<file path="config.mk">
export PLATFORM = sky130hd
export DESIGN_NAME = dp_contention_arb
export DESIGN_NICKNAME = d
export VERILOG_FILES = /design/src/rtl/dpa_pkg.sv /design/src/rtl/dpa_hold.sv /design/src/rtl/dpa_owner.sv /design/src/rtl/dpa_side.sv /design/src/rtl/dp_contention_arb.sv
export SDC_FILE = /design/constraint.sdc
export NUM_CORES = 1
export LEC_CHECK = 0
export BUFFER_PORTS_ARGS = -buffer_cell sky130_fd_sc_hd__buf_2
export CAP_MARGIN = 10
export CORE_AREA = 8 8 57 59
export DETAILED_ROUTE_END_ITERATION = 12
export DIE_AREA = 0 0 65 67
export PLACE_DENSITY = 0.54
export SLEW_MARGIN = 20
export SYNTH_ARGS = -nofsm -noshare
export SYNTH_HDL_FRONTEND = slang
export SYNTH_SLANG_ARGS = --single-unit
</file>
<file path="constraint.sdc">
create_clock -name clk -period 1.6 [get_ports clk]
set_input_delay 0.32 -clock clk [delete_from_list [all_inputs] [get_ports clk]]
set_output_delay 0.32 -clock clk [all_outputs]
set_load 0.05 [all_outputs]
</file>
<file path="src/rtl/dpa_pkg.sv">
package dpa_pkg;
  typedef enum logic [1:0] {
    OWN_NONE  = 2'd0,
    OWN_LEFT  = 2'd1,
    OWN_RIGHT = 2'd2
  } dpa_owner_e;

  localparam int unsigned NPORT = 2;
  localparam int unsigned PL = 0;
  localparam int unsigned PR = 1;
endpackage

</file>
<file path="src/rtl/dpa_hold.sv">
module dpa_hold #(
  parameter int unsigned AW = 4
) (
  input  logic          clk,
  input  logic          rst,
  input  logic          en,
  input  logic [AW-1:0] addr,
  output logic          held
);
  logic          en_q;
  logic [AW-1:0] addr_q;

  always_ff @(posedge clk) begin
    if (rst) begin
      en_q   <= 1'b0;
      addr_q <= '0;
    end else begin
      en_q   <= en;
      addr_q <= addr;
    end
  end

  // port was already on this same address last cycle
  assign held = en & en_q & (addr == addr_q);
endmodule

</file>
<file path="src/rtl/dpa_owner.sv">
module dpa_owner
  import dpa_pkg::*;
(
  input  logic       clk,
  input  logic       rst,
  input  logic       hit,
  input  logic       held_l,
  input  logic       held_r,
  output dpa_owner_e owner_nxt
);
  dpa_owner_e owner_q;

  always_comb begin
    if (!hit)
      owner_nxt = OWN_NONE;
    else if (owner_q == OWN_LEFT && held_l)
      owner_nxt = OWN_LEFT;
    else if (owner_q == OWN_RIGHT && held_r)
      owner_nxt = OWN_RIGHT;
    else if (held_r && !held_l)
      owner_nxt = OWN_RIGHT;
    else
      owner_nxt = OWN_LEFT;
  end

  always_ff @(posedge clk) begin
    if (rst) owner_q <= OWN_NONE;
    else     owner_q <= owner_nxt;
  end
endmodule

</file>
<file path="src/rtl/dpa_side.sv">
module dpa_side (
  input  logic clk,
  input  logic rst,
  input  logic is_master,
  input  logic en,
  input  logic wr,
  input  logic lose,
  input  logic busy_in,
  output logic busy,
  output logic mem_wr
);
  logic busy_nxt;

  assign busy_nxt = is_master ? lose : busy_in;

  always_ff @(posedge clk) begin
    if (rst) begin
      busy   <= 1'b0;
      mem_wr <= 1'b0;
    end else begin
      busy   <= busy_nxt;
      mem_wr <= en & wr & ~busy_nxt;
    end
  end
endmodule

</file>
<file path="src/rtl/dp_contention_arb.sv">
module dp_contention_arb
  import dpa_pkg::*;
#(
  parameter int unsigned AW = 4
) (
  input  logic          clk,
  input  logic          rst,
  input  logic          is_master,
  input  logic          left_en,
  input  logic          left_wr,
  input  logic [AW-1:0] left_addr,
  input  logic          right_en,
  input  logic          right_wr,
  input  logic [AW-1:0] right_addr,
  input  logic          left_busy_in,
  input  logic          right_busy_in,
  output logic          left_busy,
  output logic          right_busy,
  output logic          left_mem_wr,
  output logic          right_mem_wr
);
  logic [NPORT-1:0]   en_v, wr_v, held_v, lose_v, bin_v, busy_v, mwr_v;
  logic [AW-1:0]      addr_v [NPORT];
  logic               hit;
  dpa_owner_e         owner_nxt;

  assign en_v   = {right_en, left_en};
  assign wr_v   = {right_wr, left_wr};
  assign bin_v  = {right_busy_in, left_busy_in};
  assign addr_v[PL] = left_addr;
  assign addr_v[PR] = right_addr;

  assign hit = left_en & right_en & (left_addr == right_addr);

  assign lose_v[PL] = (owner_nxt == OWN_RIGHT);
  assign lose_v[PR] = (owner_nxt == OWN_LEFT);

  for (genvar p = 0; p < NPORT; p++) begin : g_port
    dpa_hold #(.AW(AW)) u_hold (
      .clk  (clk),
      .rst  (rst),
      .en   (en_v[p]),
      .addr (addr_v[p]),
      .held (held_v[p])
    );

    dpa_side u_side (
      .clk       (clk),
      .rst       (rst),
      .is_master (is_master),
      .en        (en_v[p]),
      .wr        (wr_v[p]),
      .lose      (lose_v[p]),
      .busy_in   (bin_v[p]),
      .busy      (busy_v[p]),
      .mem_wr    (mwr_v[p])
    );
  end

  dpa_owner u_owner (
    .clk       (clk),
    .rst       (rst),
    .hit       (hit),
    .held_l    (held_v[PL]),
    .held_r    (held_v[PR]),
    .owner_nxt (owner_nxt)
  );

  assign left_busy    = busy_v[PL];
  assign right_busy   = busy_v[PR];
  assign left_mem_wr  = mwr_v[PL];
  assign right_mem_wr = mwr_v[PR];
endmodule

</file>
Word-level counts from Yosys, hierarchy flattened

Cells that the tools add are included.

Logic and storage cells: 38
Output and inout port bits: 4
Bits in registers: 16

Muxes and demuxes: 6
Reduce and logical (&&, ||, !) cells: 4
Bitwise logic cells: 12
Eq/ne operators: 7

Operator list:

| operator             | number |
|---|---|
| $eq A4 B4 Y1         | 3 |
| $and A1 B1 Y1        | 10 |
| $mux W2              | 4 |
| $eq A2 B1 Y1 const B | 2 |
| $eq A2 B2 Y1 const B | 2 |
| $logic_and A1 B1 Y1  | 3 |
| $mux W1              | 2 |
| $not A1 Y1           | 2 |
| $logic_not A1 Y1     | 1 |

Longest topological paths before layout

Word-level depth: 12
Depth in mapped cells: 5

Modules after synthesis

Synthesis repeated with hierarchy kept, for this count alone.

Cells, all modules: 67
Area, all modules: 676.9 sq um

By module, submodules not included:

| module            | sequential area each (sq um) | area each (sq um) | cells an instance | times used |
|---|---|---|---|---|
| dpa_hold          | 100.1                        | 185.2             | 18                | 2 |
| dpa_side          | 40.0                         | 63.8              | 5                 | 2 |
| dpa_owner         | 40.0                         | 107.6             | 11                | 1 |
| dp_contention_arb | 0.0                          | 71.3              | 10                | 1 |

Worst setup path after synthesis

OpenSTA, ideal clock, no wires.

Kind: input -> register
Start point: in right_addr[2]
End point: reg g_port[1].u_side.mem_wr
Data arrival time: 1400 ps
Setup time: 60 ps
Required time: 1540 ps
Path slack: 140 ps
Cell stages on the path: 5
Path through: inv_1 o221ai_2 or4b_4 a31oi_4 o2111a_1

Word-level cells in the longest chain between the ends: 11
Elaborated cells on any way between the ends: 14

Ends and longest elaborated chain:

| what                   | RTL line                | text |
|---|---|---|
| start: declaration     | dp_contention_arb.sv:14 | `input logic [AW-1:0] right_addr,` |
| $eq A4 B4 Y1           | dpa_hold.sv:24          | `assign held = en & en_q & (addr == addr_q);` |
| $and A1 B1 Y1          | dpa_hold.sv:24          |  |
| $logic_and A1 B1 Y1    | dpa_owner.sv:20         | `else if (held_r && !held_l)` |
| $mux W2                | dpa_owner.sv:20         |  |
| $mux W2                | dpa_owner.sv:18         | `else if (owner_q == OWN_RIGHT && held_r)` |
| $mux W2                | dpa_owner.sv:16         | `else if (owner_q == OWN_LEFT && held_l)` |
| $mux W2 (*)            | dpa_owner.sv:14         | `if (!hit)` |
| $eq A2 B1 Y1 (*)       | dp_contention_arb.sv:36 | `assign lose_v[PR] = (owner_nxt == OWN_LEFT);` |
| $mux W1 (*)            | dpa_side.sv:14          | `assign busy_nxt = is_master ? lose : busy_in;` |
| $not A1 Y1 (*)         | dpa_side.sv:22          | `mem_wr <= en & wr & ~busy_nxt;` |
| $and A1 B1 Y1 (*)      | dpa_side.sv:22          |  |
| end signal: assignment | dpa_side.sv:22          |  |
| end: declaration       | dpa_side.sv:10          | `output logic mem_wr` |

Every way passes the cells marked *; elsewhere a longest branch is shown, timed or not.
A chain may end at the register's enable or synchronous reset.

Worst setup path after layout

Start point: reg g_port[1].u_hold.addr_q[0]
End point: reg g_port[1].u_side.mem_wr

Word-level cells in the longest chain between the ends: 11
Elaborated cells on any way between the ends: 12

Ends and longest elaborated chain:

| what                     | RTL line                | text |
|---|---|---|
| start: declaration       | dpa_hold.sv:11          | `logic [AW-1:0] addr_q;` |
| start signal: assignment | dpa_hold.sv:19          | `addr_q <= addr;` |
| $eq A4 B4 Y1 (*)         | dpa_hold.sv:24          |  |
| $and A1 B1 Y1 (*)        | dpa_hold.sv:24          |  |
| $logic_and A1 B1 Y1      | dpa_owner.sv:20         |  |
| $mux W2                  | dpa_owner.sv:20         |  |
| $mux W2 (*)              | dpa_owner.sv:18         |  |
| $mux W2 (*)              | dpa_owner.sv:16         |  |
| $mux W2 (*)              | dpa_owner.sv:14         |  |
| $eq A2 B1 Y1 (*)         | dp_contention_arb.sv:36 |  |
| $mux W1 (*)              | dpa_side.sv:14          |  |
| $not A1 Y1 (*)           | dpa_side.sv:22          |  |
| $and A1 B1 Y1 (*)        | dpa_side.sv:22          |  |

Marks and branches as above.

==> out/results.ini <==
[status]
status=complete, no violations

[global_route]
grt.total_usage_pct=7.365
grt_max_degree=17
grt_pass1_wl_um=2470
antenna_found_initial=0
grt_overflow=0
grt_pass1_vias=587

[run]
drv_cap=0

[sta]
clock_skew_ns=0.001500
tightest_slew_ns=0.4200
timing.final.crit_share_pct=93.77
slew_headroom_pct=71.94
finalWorstSetupSlack_ns=0.09970
setup_viol=0
max_freq_mhz=666.5
min_period_ns=1.500
hold_viol=0
slew_viol_final=0
rsz0062_at_grt=no

[setup_path]
critPathKind=flop to flop
worstPathCellList=o2bb2ai_1, or4b_4, a31oi_4, o2111a_1
slowest_delay_ns=0.54
critPathRequiredTime_ns=1.82
endpoint_kind=flop
cp_num_buf_inv=0
crit_family=compound AO/OA/AOI/OAI gates
cp_data_arrival_time_ns=1.72
cp_slowest_cell=or4b_4
start_kind=flop
critPathMaxFanout=6

[synth]
synth_flop_cell=dfxtp_1
synth_area_um2=681.9
synth_cell_type_count=25
ys_seq_elements=16
async_flop_share_pct=0
ys_seq_area_share_pct=46.97
synth_area_per_cell_um2=10.03
synth_cells=68
yosysWarnings=0
synth_top_cell_area_share_pct=46.97
synth_most_common_cell=dfxtp_1
synth_top_cell_by_area=dfxtp_1
yosys-top-cells-count=16 x dfxtp_1, 7 x nor2b_1, 6 x nor2_1
synthTopCellsByArea=dfxtp_1 47%, nor2b_1 6.4%, xor2_1 5.1%
syn_nets=85
synth-edff-count=0

[placement]
gp_congestion=0.7035
place_ws_ns=-0.06252
dpl.hpwl_um=1210
portBuffers=20

[power_and_ir_drop]
ir_drop_uv=452.7
p_per_area_nw_per_um2=862.8
total_power_uw=742.7
p_leak_uw=0.0003747

[clock_tree]
cts_made_buffers=3
numClockSinks=16
clkLatencyLatePin_ns=0.28
cts_hold_buf=0
cts_repair_resize_count=0
clock_path_buffers=2
ctsRootBufferMaster=clkbuf_4
cts_setup_buffers=0
path_clk_slew_ns=0.08
htreeDepth=1
cts_tree=done

[floorplan]
core_area_um2=2365
die_width_um=65
dieArea_um2=4355
start_util_pct=28.84
boundaryPins=21
rows=18
dieHeight_um=67

[layout]
final_util_pct=36.40
finalNetCount=112
final_layout_size_suffix_gt1_share_pct=34.41
area_growth_syn_to_layout_pct=26.24
num_antenna_cells=0

[hold_path]
hold_class=primary input to flop

[drt]
final_antenna_net_count=0
drc_errors=0
vias_per_cell=4.707
wl_per_cell_um=11.99
first_iter_violations=11
drt-total-wl_um=1475
vias=579
first_pass_iters=4

==> cell type report <==
| cell class | count | area, um^2 |
|---|---|---|
| Clock buffer | 3 | 22.52 |
| Multi-Input combinational cell | 45 | 335.3 |
| Tap cell | 30 | 37.54 |
| Timing Repair Buffer | 23 | 122.6 |
| Fill cell | 259 | 1504 |
| Sequential cell | 16 | 320.3 |
| Inverter | 6 | 22.52 |
==> registers in the layout, indices dropped and copies added (netlist names) <==
register,cells
u_owner.owner_q,2
g_port.u_hold.addr_q,8
g_port.u_side.mem_wr,2
g_port.u_hold.en_q,2
g_port.u_side.busy,2
==> worst paths after layout <==
kind	from	to	slack, ns	depth (start not counted)
worst max-delay path	g_port[1].u_hold.addr_q[0]$_SDFF_PP0_	g_port[1].u_side.mem_wr$_SDFF_PP0_	0.1	4
worst min-delay path	left_wr	g_port[0].u_side.mem_wr$_SDFF_PP0_	0.27	3
worst max register to register	g_port[1].u_hold.addr_q[0]$_SDFF_PP0_	g_port[1].u_side.mem_wr$_SDFF_PP0_	0.1	4
worst min register to register	g_port[0].u_hold.en_q$_SDFF_PP0_	u_owner.owner_q[0]$_SDFF_PP0_	0.76	4
==> placed cells by master (no fill, tap or decap), drive strengths merged, types with 2 or more instances in the layout <==
master / Yosys / layout
a21oi: 3 / 3
nand2: 4 / 4
xor2: 4 / 4
nand2b: 4 / 4
nor2b: 7 / 7
clkbuf: 1 / 3
buf: 0 / 23
nor2: 6 / 6
dfxtp: 16 / 16
inv: 6 / 6
o2bb2ai: 2 / 2
xnor2: 2 / 2
==> tightest hold or removal path, delay by kind of cell <==
kind / cells / cell delay [ns]
buffers and inverters: 1 / 0.10
AO/OA/AOI/OAI: 1 / 0.04
AND/OR/NAND/NOR: 1 / 0.05
==> routing by layer <==
metal | vias to the layer above | GRT usage, % | part of all wire [%]
met5 | - | 0 | 0
met1 | 270 | 7.184 | 42
met2 | 20 | 12.92 | 53
met3 | 2 | 3.188 | 4.9
li1 | 287 | - | -
met4 | 0 | 4.087 | 0.68
==> through the flow <==
step / hold WS (ns) / setup TNS [ns] / cells / area [um^2]
final: 0.2660 / 0 / 123 / 860.8
after global routing: 0.2515 / 0 / 123 / 860.8
after CTS: 0.2557 / 0 / 123 / 860.8
after detailed placement: 0.5630 / -0.1336 / 120 / 838.3
after global placement: 0.5706 / -0.05023 / 120 / 838.3
after floorplan: 0.3916 / 0 / 68 / 681.9
==> logic make-up (layout without fill, tap and decap cells) <==
group	count (synthesis)	in the layout	share of synthesized area, %
DFF	16	16	46.97
xor gates and xnor gates	6	6	7.706
buffers and inverters	7	32	3.852
AOI/OAI and AO/OA	11	11	16.33
and+or+nand+nor	28	28	25.14
==> report_power, final <==
group	switching, uW	internal [uW]	total [uW]
sequential	6.42	416	422
clock	114	87.3	202
combinational	67.8	51.1	119
Power figures use the tool's default switching activity.
